==> src/rtl/vseq_pkg.sv <==
`timescale 1ns/1ps
// Package: shared unit indices and opcode encoding for the chained
// vector issue sequencer. Assumes exactly three functional units.
package vseq_pkg;
    localparam int NUNITS = 3;
    localparam int U_LD   = 0;
    localparam int U_MUL  = 1;
    localparam int U_ADD  = 2;

    typedef enum logic [1:0] {
        OP_LOAD = 2'd0,
        OP_MUL  = 2'd1,
        OP_ADD  = 2'd2,
        OP_RSVD = 2'd3
    } vop_e;
endpackage

==> src/rtl/vseq_unit.sv <==
`timescale 1ns/1ps
// Module: vseq_unit
// One functional unit's group sequencer. On start it latches the
// destination and sources, then walks group indices 0..GROUPS-1, one per
// cycle when not held and when every non-self source has that group
// written. Assumes start is only raised when idle or on the final group.
module vseq_unit
    import vseq_pkg::*;
#(
    parameter int GROUPS  = 4,
    parameter int NVREG   = 8,
    parameter bit HAS_SRC = 1'b1,
    localparam int GW = (GROUPS > 1) ? $clog2(GROUPS) : 1,
    localparam int CW = $clog2(GROUPS + 1),
    localparam int RW = (NVREG > 1) ? $clog2(NVREG) : 1
) (
    input  logic          clk,
    input  logic          rst_n,
    input  logic          start_i,
    input  logic [RW-1:0] dst_i,
    input  logic [RW-1:0] src1_i,
    input  logic [RW-1:0] src2_i,
    input  logic          hold_i,
    input  logic [CW-1:0] cnt1_i,
    input  logic [CW-1:0] cnt2_i,
    output logic          busy_o,
    output logic          fire_o,
    output logic          last_o,
    output logic          reads_o,
    output logic [GW-1:0] grp_o,
    output logic [RW-1:0] dst_o,
    output logic [RW-1:0] src1_o,
    output logic [RW-1:0] src2_o
);
    localparam logic [GW-1:0] LAST_GRP = GW'(GROUPS - 1);

    logic          busy_q;
    logic [GW-1:0] grp_q;
    logic [RW-1:0] dst_q;
    logic [RW-1:0] s1_q;
    logic [RW-1:0] s2_q;
    logic          self1_q;
    logic          self2_q;
    logic          operands_ok;

    // Operand readiness: the variant with sources compares written-group counts.
    generate
        if (HAS_SRC) begin : g_src
            assign operands_ok = (self1_q || (cnt1_i > CW'(grp_q))) &&
                                 (self2_q || (cnt2_i > CW'(grp_q)));
        end else begin : g_nosrc
            logic unused_srcs;
            assign unused_srcs = &{1'b0, cnt1_i, cnt2_i, self1_q, self2_q};
            assign operands_ok = 1'b1;
        end
    endgenerate

    assign fire_o  = busy_q && !hold_i && operands_ok;
    assign last_o  = fire_o && (grp_q == LAST_GRP);
    assign busy_o  = busy_q;
    assign reads_o = busy_q && HAS_SRC;
    assign grp_o   = grp_q;
    assign dst_o   = dst_q;
    assign src1_o  = s1_q;
    assign src2_o  = s2_q;

    // Instruction state: latch on start, step groups on fire, retire on last.
    always_ff @(posedge clk) begin
        if (!rst_n) begin
            busy_q  <= 1'b0;
            grp_q   <= '0;
            dst_q   <= '0;
            s1_q    <= '0;
            s2_q    <= '0;
            self1_q <= 1'b0;
            self2_q <= 1'b0;
        end else if (start_i) begin
            busy_q  <= 1'b1;
            grp_q   <= '0;
            dst_q   <= dst_i;
            s1_q    <= src1_i;
            s2_q    <= src2_i;
            self1_q <= (src1_i == dst_i);
            self2_q <= (src2_i == dst_i);
        end else if (last_o) begin
            busy_q  <= 1'b0;
            grp_q   <= '0;
        end else if (fire_o) begin
            grp_q   <= grp_q + 1'b1;
        end
    end
endmodule

==> src/rtl/vseq_reg_track.sv <==
`timescale 1ns/1ps
// Module: vseq_reg_track
// Keeps, per vector register, how many element groups the current
// producer has written (GROUPS means complete). Issue to a register
// resets its count; a firing unit aimed at it records group+1.
// Assumes at most one unit targets a register at a time (issue enforces it).
module vseq_reg_track
    import vseq_pkg::*;
#(
    parameter int GROUPS = 4,
    parameter int NVREG  = 8,
    localparam int GW = (GROUPS > 1) ? $clog2(GROUPS) : 1,
    localparam int CW = $clog2(GROUPS + 1),
    localparam int RW = (NVREG > 1) ? $clog2(NVREG) : 1
) (
    input  logic                          clk,
    input  logic                          rst_n,
    input  logic                          issue_i,
    input  logic [RW-1:0]                 issue_dst_i,
    input  logic [NUNITS-1:0]             fire_i,
    input  logic [NUNITS-1:0][GW-1:0]     grp_i,
    input  logic [NUNITS-1:0][RW-1:0]     dst_i,
    output logic [NVREG-1:0][CW-1:0]      cnt_o
);
    generate
        for (genvar r = 0; r < NVREG; r++) begin : g_reg
            logic [CW-1:0] cnt_q;
            logic          wr_hit;
            logic [CW-1:0] wr_val;

            // Find the unit (if any) writing this register in this cycle.
            always_comb begin
                wr_hit = 1'b0;
                wr_val = cnt_q;
                for (int u = 0; u < NUNITS; u++) begin
                    if (fire_i[u] && (dst_i[u] == RW'(r))) begin
                        wr_hit = 1'b1;
                        wr_val = CW'(grp_i[u]) + 1'b1;
                    end
                end
            end

            // Written-group count: reset to complete, cleared on issue.
            always_ff @(posedge clk) begin
                if (!rst_n) begin
                    cnt_q <= CW'(GROUPS);
                end else if (issue_i && (issue_dst_i == RW'(r))) begin
                    cnt_q <= '0;
                end else if (wr_hit) begin
                    cnt_q <= wr_val;
                end
            end

            assign cnt_o[r] = cnt_q;
        end
    endgenerate
endmodule

==> src/rtl/vseq_issue_ctl.sv <==
`timescale 1ns/1ps
// Module: vseq_issue_ctl
// In-order issue decision for one offered instruction. It stalls on a
// busy target unit (except in its final group), on a destination with an
// unfinished producer, and on a destination still read by a busy unit.
// Source registers under production do not stall: chaining handles them.
module vseq_issue_ctl
    import vseq_pkg::*;
#(
    parameter int GROUPS = 4,
    parameter int NVREG  = 8,
    localparam int CW = $clog2(GROUPS + 1),
    localparam int RW = (NVREG > 1) ? $clog2(NVREG) : 1
) (
    input  logic                      in_valid_i,
    input  logic [1:0]                op_i,
    input  logic [RW-1:0]             dst_i,
    input  logic [NUNITS-1:0]         busy_i,
    input  logic [NUNITS-1:0]         last_i,
    input  logic [NUNITS-1:0]         reads_i,
    input  logic [NUNITS-1:0][RW-1:0] rsrc1_i,
    input  logic [NUNITS-1:0][RW-1:0] rsrc2_i,
    input  logic [NVREG-1:0][CW-1:0]  cnt_i,
    output logic                      ready_o,
    output logic [NUNITS-1:0]         start_o
);
    logic rsvd;
    logic unit_free;
    logic waw;
    logic war;

    // Hazard evaluation and per-unit start decode.
    always_comb begin
        rsvd      = (op_i == OP_RSVD);
        unit_free = 1'b0;
        war       = 1'b0;
        for (int u = 0; u < NUNITS; u++) begin
            if (int'(op_i) == u) begin
                unit_free = !busy_i[u] || last_i[u];
            end
            if (reads_i[u] && !last_i[u] &&
                ((rsrc1_i[u] == dst_i) || (rsrc2_i[u] == dst_i))) begin
                war = 1'b1;
            end
        end
        waw     = (cnt_i[dst_i] != CW'(GROUPS));
        ready_o = rsvd || (unit_free && !waw && !war);
        start_o = '0;
        for (int u = 0; u < NUNITS; u++) begin
            if (in_valid_i && ready_o && !rsvd && (int'(op_i) == u)) begin
                start_o[u] = 1'b1;
            end
        end
    end
endmodule

==> src/rtl/vseq_chain_seq.sv <==
`timescale 1ns/1ps
// Module: vseq_chain_seq (top)
// Chained vector issue sequencer for load, multiply and add units. Each
// instruction spans VLEN/LANES element groups, one per cycle per unit.
// Consumers chain on per-register written-group counts. Assumes VLEN is
// a multiple of LANES and that the unit count is fixed at three.
module vseq_chain_seq
    import vseq_pkg::*;
#(
    parameter int VLEN  = 32,
    parameter int LANES = 8,
    parameter int NVREG = 8,
    localparam int GROUPS = VLEN / LANES,
    localparam int GW = (GROUPS > 1) ? $clog2(GROUPS) : 1,
    localparam int CW = $clog2(GROUPS + 1),
    localparam int RW = (NVREG > 1) ? $clog2(NVREG) : 1
) (
    input  logic                      clk,
    input  logic                      rst_n,
    input  logic                      in_valid,
    input  logic [1:0]                in_op,
    input  logic [RW-1:0]             in_dst,
    input  logic [RW-1:0]             in_src1,
    input  logic [RW-1:0]             in_src2,
    input  logic                      in_ld_hold,
    output logic                      in_ready,
    output logic [NUNITS-1:0]         unit_busy,
    output logic [NUNITS-1:0]         unit_fire,
    output logic [NUNITS-1:0]         unit_done,
    output logic [NUNITS-1:0][GW-1:0] unit_grp
);
    logic [NUNITS-1:0]         u_start;
    logic [NUNITS-1:0]         u_reads;
    logic [NUNITS-1:0][RW-1:0] u_dst;
    logic [NUNITS-1:0][RW-1:0] u_src1;
    logic [NUNITS-1:0][RW-1:0] u_src2;
    logic [NVREG-1:0][CW-1:0]  reg_cnt;

    vseq_issue_ctl #(.GROUPS(GROUPS), .NVREG(NVREG)) u_issue (
        .in_valid_i (in_valid),
        .op_i       (in_op),
        .dst_i      (in_dst),
        .busy_i     (unit_busy),
        .last_i     (unit_done),
        .reads_i    (u_reads),
        .rsrc1_i    (u_src1),
        .rsrc2_i    (u_src2),
        .cnt_i      (reg_cnt),
        .ready_o    (in_ready),
        .start_o    (u_start)
    );

    vseq_reg_track #(.GROUPS(GROUPS), .NVREG(NVREG)) u_track (
        .clk         (clk),
        .rst_n       (rst_n),
        .issue_i     (|u_start),
        .issue_dst_i (in_dst),
        .fire_i      (unit_fire),
        .grp_i       (unit_grp),
        .dst_i       (u_dst),
        .cnt_o       (reg_cnt)
    );

    generate
        for (genvar u = 0; u < NUNITS; u++) begin : g_unit
            vseq_unit #(
                .GROUPS  (GROUPS),
                .NVREG   (NVREG),
                .HAS_SRC (u != U_LD)
            ) u_fu (
                .clk     (clk),
                .rst_n   (rst_n),
                .start_i (u_start[u]),
                .dst_i   (in_dst),
                .src1_i  (in_src1),
                .src2_i  (in_src2),
                .hold_i  ((u == U_LD) ? in_ld_hold : 1'b0),
                .cnt1_i  (reg_cnt[u_src1[u]]),
                .cnt2_i  (reg_cnt[u_src2[u]]),
                .busy_o  (unit_busy[u]),
                .fire_o  (unit_fire[u]),
                .last_o  (unit_done[u]),
                .reads_o (u_reads[u]),
                .grp_o   (unit_grp[u]),
                .dst_o   (u_dst[u]),
                .src1_o  (u_src1[u]),
                .src2_o  (u_src2[u])
            );
        end
    endgenerate
endmodule

==> config.mk <==
export PLATFORM = sky130hd
export DESIGN_NAME = vseq_chain_seq
export DESIGN_NICKNAME = d
export VERILOG_FILES = /design/src/rtl/vseq_pkg.sv /design/src/rtl/vseq_unit.sv /design/src/rtl/vseq_reg_track.sv /design/src/rtl/vseq_issue_ctl.sv /design/src/rtl/vseq_chain_seq.sv
export SDC_FILE = /design/constraint.sdc
export NUM_CORES = 1
export LEC_CHECK = 0
export BUFFER_PORTS_ARGS = -buffer_cell sky130_fd_sc_hd__buf_2
export CAP_MARGIN = 20
export CORE_ASPECT_RATIO = 1.75
export CORE_MARGIN = 2
export CORE_UTILIZATION = 48
export CTS_CLUSTER_SIZE = 16
export DETAILED_ROUTE_END_ITERATION = 12
export PLACE_DENSITY = 0.73
export SLEW_MARGIN = 10
export SYNTH_ARGS = -nofsm -noshare
export SYNTH_HDL_FRONTEND = slang
export SYNTH_SLANG_ARGS = --single-unit
==> constraint.sdc <==
create_clock -name clk -period 6 [get_ports clk]
set_clock_uncertainty 0.15 [all_clocks]
set_input_delay 1.2 -clock clk [delete_from_list [all_inputs] [get_ports clk]]
set_output_delay 1.2 -clock clk [all_outputs]
set_load 0.01 [all_outputs]
==> metrics, run 1 <==
PortBufs 30; RSZ-0062 raised after global routing no; WL per Instance 24.25 µm; Seq pwr share 0.384; Cell Rows 47; worst skew pair latency 0.34 ns; XOR/XNOR share of the synthesized area 0.03012; setup bufs post-CTS 0; Int Power 0.7904 mW; DIE WIDTH 78.43 µm; adder-cell area share of the yosys netlist 0.02958; Cells after Synth 496; Final setup viols 0; LEAKAGE 1.945 nW; post-synthesis compound-gate area fraction 0.06642; 1st-iter DRT viols 316; Max Cap Violations 0; Post-synth EDFFs 0; DRT met1 WL 5.349 mm; Synth Flop Type dfxtp_1; highest metal used met4; # hold bufs at CTS 0; Slew headroom 0.3299; synth-to-layout area growth 9.062%; Total Wirelength 15.13 mm; f_max 211.5 MHz; peak supply drop 0.1441 mV; reg2reg end u_track.g_reg[7].cnt_q[2]; Final ANT Viol Nets 0; # H-tree levels 3; overall power 1.082 mW; pin count of the biggest net entering global routing 60; Critical Path Source Type flop; flops & latches, synth 58; Die Ht 134.3 µm; Worst EP arrival 3.38 ns; Max clock buf depth 2; vias in the first global route 4159; Tmin final 4.727 ns; P_sw 0.2911 mW; max-slew violations 0; Critical Path RT 4.65 ns; Distinct cells, synth 59; GR Util All Layers 0.3008; final setup TNS 0 ns; Worst-path clk slew 0.05 ns; most common cell after layout, fill and taps aside mux2i_1; sw frac 0.2692; CTS Buf Count 9; GRT overflow 0; CTS Root Cell clkbuf_16; Worst setup EP type primary output; Post-Syn Area 4653 µm²; clock network fraction of design power 0.490; Setup crit end in_ready; Async SR Flop Fraction 0; Tightest Hold Check Type flop to flop; WL met2 7.511 mm; via count 4156; core area 9468 µm²; Ys Warns 0; CTS tree done; Worst Setup SP g_unit[1].u_fu.src2_o[0]; post-synthesis mux area share 0.3426; die area 10530 µm²; Reg2Reg Launch Point g_unit[1].u_fu.src1_o[0]; Avg Inst Size Synth 9.381 µm²; fin crit share 0.7879; syn_nets 522; Final nets 523; Simple-Gate Fraction of Synth Area 0.2218; met3 wire length 741 µm; Final Hold Fails 0; Crit Path Category flop to primary output; DRC Markers 0; Inserted Diodes 0; Starting Density 0.4915; Worst-Margin Slew 1.003 ns; dpl hpwl 11.31 mm; first-pass GRT wire length 23.29 mm; DR vias/cell 6.660; CTS-repair resized insts 0; # clock sinks 58; GPL Wtd Cong 1.005; crit-path max FO 13; most frequent cells in the layout mux2i_1, dfxtp_1, nand2_1; largest family of logic cells by synthesized area multiplexers; post-synthesis sequential area ratio 0.2495; Comb power frac 0.126; DR pass1 iterations 5; pwr dens 213.1 nW/µm²; worst reg-to-reg setup slack 2.03 ns; initial antenna violation count 0; ratio of cells with drive above 1 in the final layout 0.2171; path depth of the worst reg2reg path 10; outcome complete, no violations; Boundary Pins 31
-- power groups by stage --
stage          sequential (mW)  clock [mW]  combinational, mW
2_1_floorplan            0.409           0              0.106
3_3_place_gp             0.422           0              0.129
3_5_place_dp             0.422           0              0.134
4_1_cts                  0.414       0.533              0.135
5_1_grt                  0.416       0.550              0.148
6_report                 0.415       0.530              0.136
-- worst min-delay path by stage --
stage                                   endpoint  slack, ns              startpoint  cells after the start
after detailed placement  g_unit[2].u_fu.self2_q       0.30  g_unit[2].u_fu.self2_q                      2
after global routing      g_unit[2].u_fu.self1_q       0.34  g_unit[2].u_fu.self1_q                      2
final                     g_unit[2].u_fu.self2_q       0.31  g_unit[2].u_fu.self2_q                      2
after global placement    g_unit[2].u_fu.self1_q       0.29  g_unit[2].u_fu.self1_q                      2
after CTS                 g_unit[1].u_fu.self1_q       0.32  g_unit[1].u_fu.self1_q                      2
after floorplan           g_unit[2].u_fu.self1_q       0.28  g_unit[2].u_fu.self1_q                      2
-- cell usage after synthesis (all sizes together), types with 3 or more instances --
| master | number | share of area |
|---|---|---|
| a22oi | 7 | 0.011 |
| inv | 10 | 0.0081 |
| nor3b | 14 | 0.026 |
| nand3b | 8 | 0.013 |
| mux2i | 70 | 0.15 |
| o21ai | 15 | 0.016 |
| nor4 | 3 | 0.0054 |
| clkbuf | 23 | 0.019 |
| dfxtp | 58 | 0.25 |
| nand2 | 49 | 0.040 |
| and3 | 8 | 0.011 |
| ha | 11 | 0.030 |
| nand4 | 9 | 0.012 |
| or4 | 4 | 0.0065 |
| nor2 | 24 | 0.019 |
| xor2 | 3 | 0.0056 |
| nand4b | 3 | 0.0056 |
| mux4 | 20 | 0.10 |
| a21oi | 11 | 0.012 |
| and2 | 4 | 0.0054 |
| buf | 21 | 0.032 |
| mux2 | 37 | 0.092 |
| nor2b | 7 | 0.0094 |
| nor4b | 6 | 0.013 |
| or3 | 4 | 0.0054 |
| or4b | 4 | 0.010 |
| xnor2 | 13 | 0.024 |
| nor3 | 16 | 0.017 |
| nand3 | 11 | 0.012 |
-- sequential cells by signal, summed over array words and instances (netlist names) --
name / flops
g_unit.u_fu.grp_o: 6
g_unit.u_fu.dst_o: 9
g_unit.u_fu.self1_q: 2
g_unit.u_fu.busy_o: 3
u_track.g.cnt_q: 24
g_unit.u_fu.self2_q: 2
g_unit.u_fu.src1_o: 6
g_unit.u_fu.src2_o: 6
-- worst max-delay path: stages, from the launching register on --
cell      delay, ns
dfxtp_1        0.58
mux4_2         0.57
mux2_2         0.29
ha_1           0.28
nor2b_1        0.13
o21ai_0        0.22
nand3b_1       0.17
nand3_1        0.19
a32o_1         0.15
buf_4          0.20
o21ai_0        0.09
buf_2          0.16
-- metal layers --
| layer | global-route usage | vias up |
|---|---|---|
| met1 | 0.3140 | 2020 |
| met3 | 0.06057 | 86 |
| li1 | - | 1851 |
| met4 | 0.2573 | 0 |
| met5 | 0 | - |
| met2 | 0.5072 | 199 |
-- layout make-up --
| cell class | instances | area, µm² |
|---|---|---|
| repair buffers | 34 | 183.9 |
| well taps | 122 | 152.6 |
| flip-flops and latches | 58 | 1161 |
| fillers | 853 | 4393 |
| clock inverters | 5 | 52.55 |
| inverters | 11 | 41.29 |
| clock buffers | 11 | 252.7 |
| multi-input cells | 383 | 3231 |
-- kinds of logic (layout without fill, tap and decap cells) --
kind of cell,after synthesis,in the layout
buffers and inverters,55,61
xor gates and xnor gates,16,16
muxes,127,127
adders and majority gates,11,11
AOI/OAI and AO/OA,48,48
DFF,58,58
and+or+nand+nor,181,181
-- per-stage QoR --
stage | utilization | instance area, µm² | cells | worst slack (ns) | hold WS, ns
floorplan | - | 4653 | 496 | 1.825 | 0.2795
global placement | 0.5026 | 4758 | 607 | 1.461 | 0.2947
detailed placement | 0.5026 | 4758 | 607 | 1.454 | 0.3034
CTS | 0.5348 | 5064 | 623 | 1.254 | 0.3186
global route | 0.5360 | 5075 | 624 | 0.9623 | 0.3367
finish | 0.5360 | 5075 | 624 | 1.273 | 0.3133
Note: power is estimated with default switching activity, not from simulation.
==> run 2: changes to the inputs <==
- PLACE_DENSITY: 0.73 -> 0.75
- clock period: 6 -> 3.9 ns (I/O delays scaled with it)
==> run 2 against run 1 <==
  * Register-to-register slack got worse by 1.9 ns
  * Die area unchanged
  * Utilization increased by 1.7 points
  * Worst hold slack improved by 0.0026 ns
  * Critical path type unchanged
  * Critical endpoint unchanged
  * Highest routed layer unchanged
==> metrics, run 2 (synthesized netlist as in run 1, its figures left out) <==
outcome complete, no violations (unchanged); pin count of the biggest net entering global routing 33 (was 60); crit-path max FO 5 (was 13); non-filler cells, final 642 (was 624); Cell Rows 47 (unchanged); Critical Path Source Type flop (unchanged); DRC Markers 0 (unchanged); max-slew violations 0 (unchanged); CTS Buf Count 9 (unchanged); ratio of cells with drive above 1 in the final layout 0.2712 (was 0.2171); # clock sinks 58 (unchanged); global route hottest layer met2 (unchanged); CP dominant cell by count o21ai_1 (was o21ai_0); initial antenna violation count 0 (unchanged); DR pass1 iterations 5 (unchanged); CTS Root Cell clkbuf_16 (unchanged); Worst EP arrival 2.95 ns (was 3.38 ns); peak supply drop 0.2250 mV (was 0.1441 mV); RSZ-0062 raised after global routing yes (was no); Final nets 541 (was 523); DIE WIDTH 78.43 µm (unchanged); flip-flop count of the largest register after layout 24 (unchanged); f_max 257.8 MHz; synth-to-layout area growth 12.48% (was 9.062%); met3 Track Usage GR 0.04845 (was 0.06057); Hold Path Origin g_unit[2].u_fu.self1_q (was g_unit[2].u_fu.self2_q); GPL Wtd Cong 1.029 (was 1.005); Total Wirelength 15.68 mm (was 15.13 mm); Crit Path Category flop to primary output (unchanged); Final Hold Fails 0 (unchanged); final setup TNS 0 ns (unchanged); hold path cells 2 (unchanged); GR Util All Layers 0.3073 (was 0.3008); LEAKAGE 2.036 nW (was 1.945 nW); GRT overflow 0 (unchanged); WL per Instance 24.43 µm (was 24.25 µm); Max clock buf depth 2 (unchanged); pwr dens 317.5 nW/µm² (was 213.1 nW/µm²); first-pass GRT wire length 23.55 mm (was 23.29 mm); core area 9468 µm² (unchanged); worst skew pair latency 0.34 ns (about the same); vias in the first global route 4229 (was 4159); most common cell after layout, fill and taps aside mux2i_1 (unchanged); Worst-path clk slew 0.06 ns (was 0.05 ns); Tightest Hold Check Type flop to flop (unchanged); Inserted Diodes 0 (unchanged); Critical Path RT 2.97 ns (was 4.65 ns); # H-tree levels 3 (unchanged); largest register by flop count u_track.g.cnt_q (unchanged); worst reg-to-reg setup slack 0.17 ns (was 2.03 ns); utilization after layout 0.5528 (was 0.5360); CP Cell Sequence mux4_2, mux2_2, ha_1, nor2b_1, o21ai_1, nand3b_1, nand3_2, a32o_1, o21ai_1, buf_2 (was mux4_2, mux2_2, ha_1, nor2b_1, o21ai_0, nand3b_1, nand3_1, a32o_1, buf_4, o21ai_0, buf_2); Worst-Margin Slew 0.7184 ns (was 1.003 ns); Final ANT Viol Nets 0 (unchanged); CTS tree done (unchanged); GR Util met2 0.5388 (was 0.5072); 1st-iter DRT viols 410 (was 316); Slew headroom 0.5150 (was 0.3299); Max Cap Violations 0 (unchanged); Min-Delay Endpoint g_unit[2].u_fu.self1_q (was g_unit[2].u_fu.self2_q); DR vias/cell 6.640 (was 6.660); dpl hpwl 11.56 mm (was 11.31 mm); Tmin final 3.879 ns; path depth of the worst reg2reg path 11 (was 10); Die Ht 134.3 µm (unchanged); Final setup viols 0 (unchanged); via count 4263 (was 4156); CP max-delay cell mux4_2 (was dfxtp_1); GR Layer Usage met1 0.3121 (was 0.3140); Worst setup EP type primary output (unchanged); PortBufs 30 (unchanged); reg2reg end u_track.g_reg[7].cnt_q[2] (unchanged); most frequent cells in the layout mux2i_1, dfxtp_1, nand2_1 (unchanged); placed instance count 622 (was 607); fin crit share 0.9945; die area 10530 µm² (unchanged); Reg2Reg Launch Point g_unit[1].u_fu.src2_o[0] (was g_unit[1].u_fu.src1_o[0]); Crit path largest cell delay 0.51 ns (was 0.58 ns); Starting Density 0.4915 (unchanged); Boundary Pins 31 (unchanged)
-- run 2: cell count changes in the layout (fill, tap and decap cells not counted), moves of 4 or more --
cell | before | now
dfxtp_1 | 58 | 50
dfxtp_2 | 0 | 6
buf_4 | 3 | 21
o21ai_1 | 0 | 4
o21ai_0 | 15 | 11
-- run 2: area by class of cell --
class / count / area (µm²)
fill: 841 / 4234
multi-input combinational: 383 / 3249
sequential: 58 / 1176
inverter: 11 / 41.29
timing repair buffer: 52 / 319.1
clock inverter: 7 / 70.07
clock buffer: 9 / 225.2
tap: 122 / 152.6
-- run 2: through the flow --
stage	area, µm²	total power [mW]	hold WS, ns	worst slack [ns]
after floorplan	4653	0.7925	0.2795	0.1347
after global placement	4871	0.8600	0.2988	0.1698
after detailed placement	4871	0.8663	0.3024	0.1320
after CTS	5189	1.655	0.3187	0.005781
after global routing	5234	1.711	0.3551	-0.02272
final	5234	1.662	0.3158	0.02140
-- run 2: worst max path at each step --
stage / start / end / cells past startpoint
floorplan: g_unit[1].u_fu.src2_o[0] / u_track.g_reg[7].cnt_q[2] / 12
global placement: g_unit[2].u_fu.src2_o[0] / in_ready / 10
detailed placement: g_unit[2].u_fu.src2_o[0] / in_ready / 10
CTS: g_unit[2].u_fu.src2_o[0] / in_ready / 10
global route: g_unit[2].u_fu.src2_o[0] / in_ready / 10
finish: g_unit[2].u_fu.src2_o[0] / in_ready / 10
-- run 2: worst max-delay path: cells and delay by family (launching register included) --
family | cells | cell delay [ns]
adder cells (fa/ha/maj) | 1 | 0.29
buffers and inverters | 1 | 0.15
flip-flops | 1 | 0.39
multiplexers | 2 | 0.79
AND/OR/NAND/NOR | 3 | 0.47
AO/OA/AOI/OAI | 3 | 0.52
-- run 2: routing by layer --
metal	vias up	wire, µm	share of wire
li1	1878	-	-
met4	0	1514	0.097
met5	-	0	0
met2	242	7962	0.51
met1	2044	5221	0.33
met3	99	986	0.063
-- run 2: where the power goes --
group / total [mW] / switching, mW / internal (mW) / leakage (nW)
Sequential: 0.636 / 0.0316 / 0.605 / 0.474
Clock: 0.789 / 0.296 / 0.492 / 0.145
Combinational: 0.237 / 0.138 / 0.0994 / 1.42
Total: 1.66 / 0.466 / 1.20 / 2.04
-- run 2: timing repair --
item                       4_1_cts  5_1_grt
setup endpoints to repair        5        4
hold buffers                     0        0
gates resized for setup         13        9
pin swaps                        2        6
buffers inserted                 1        3
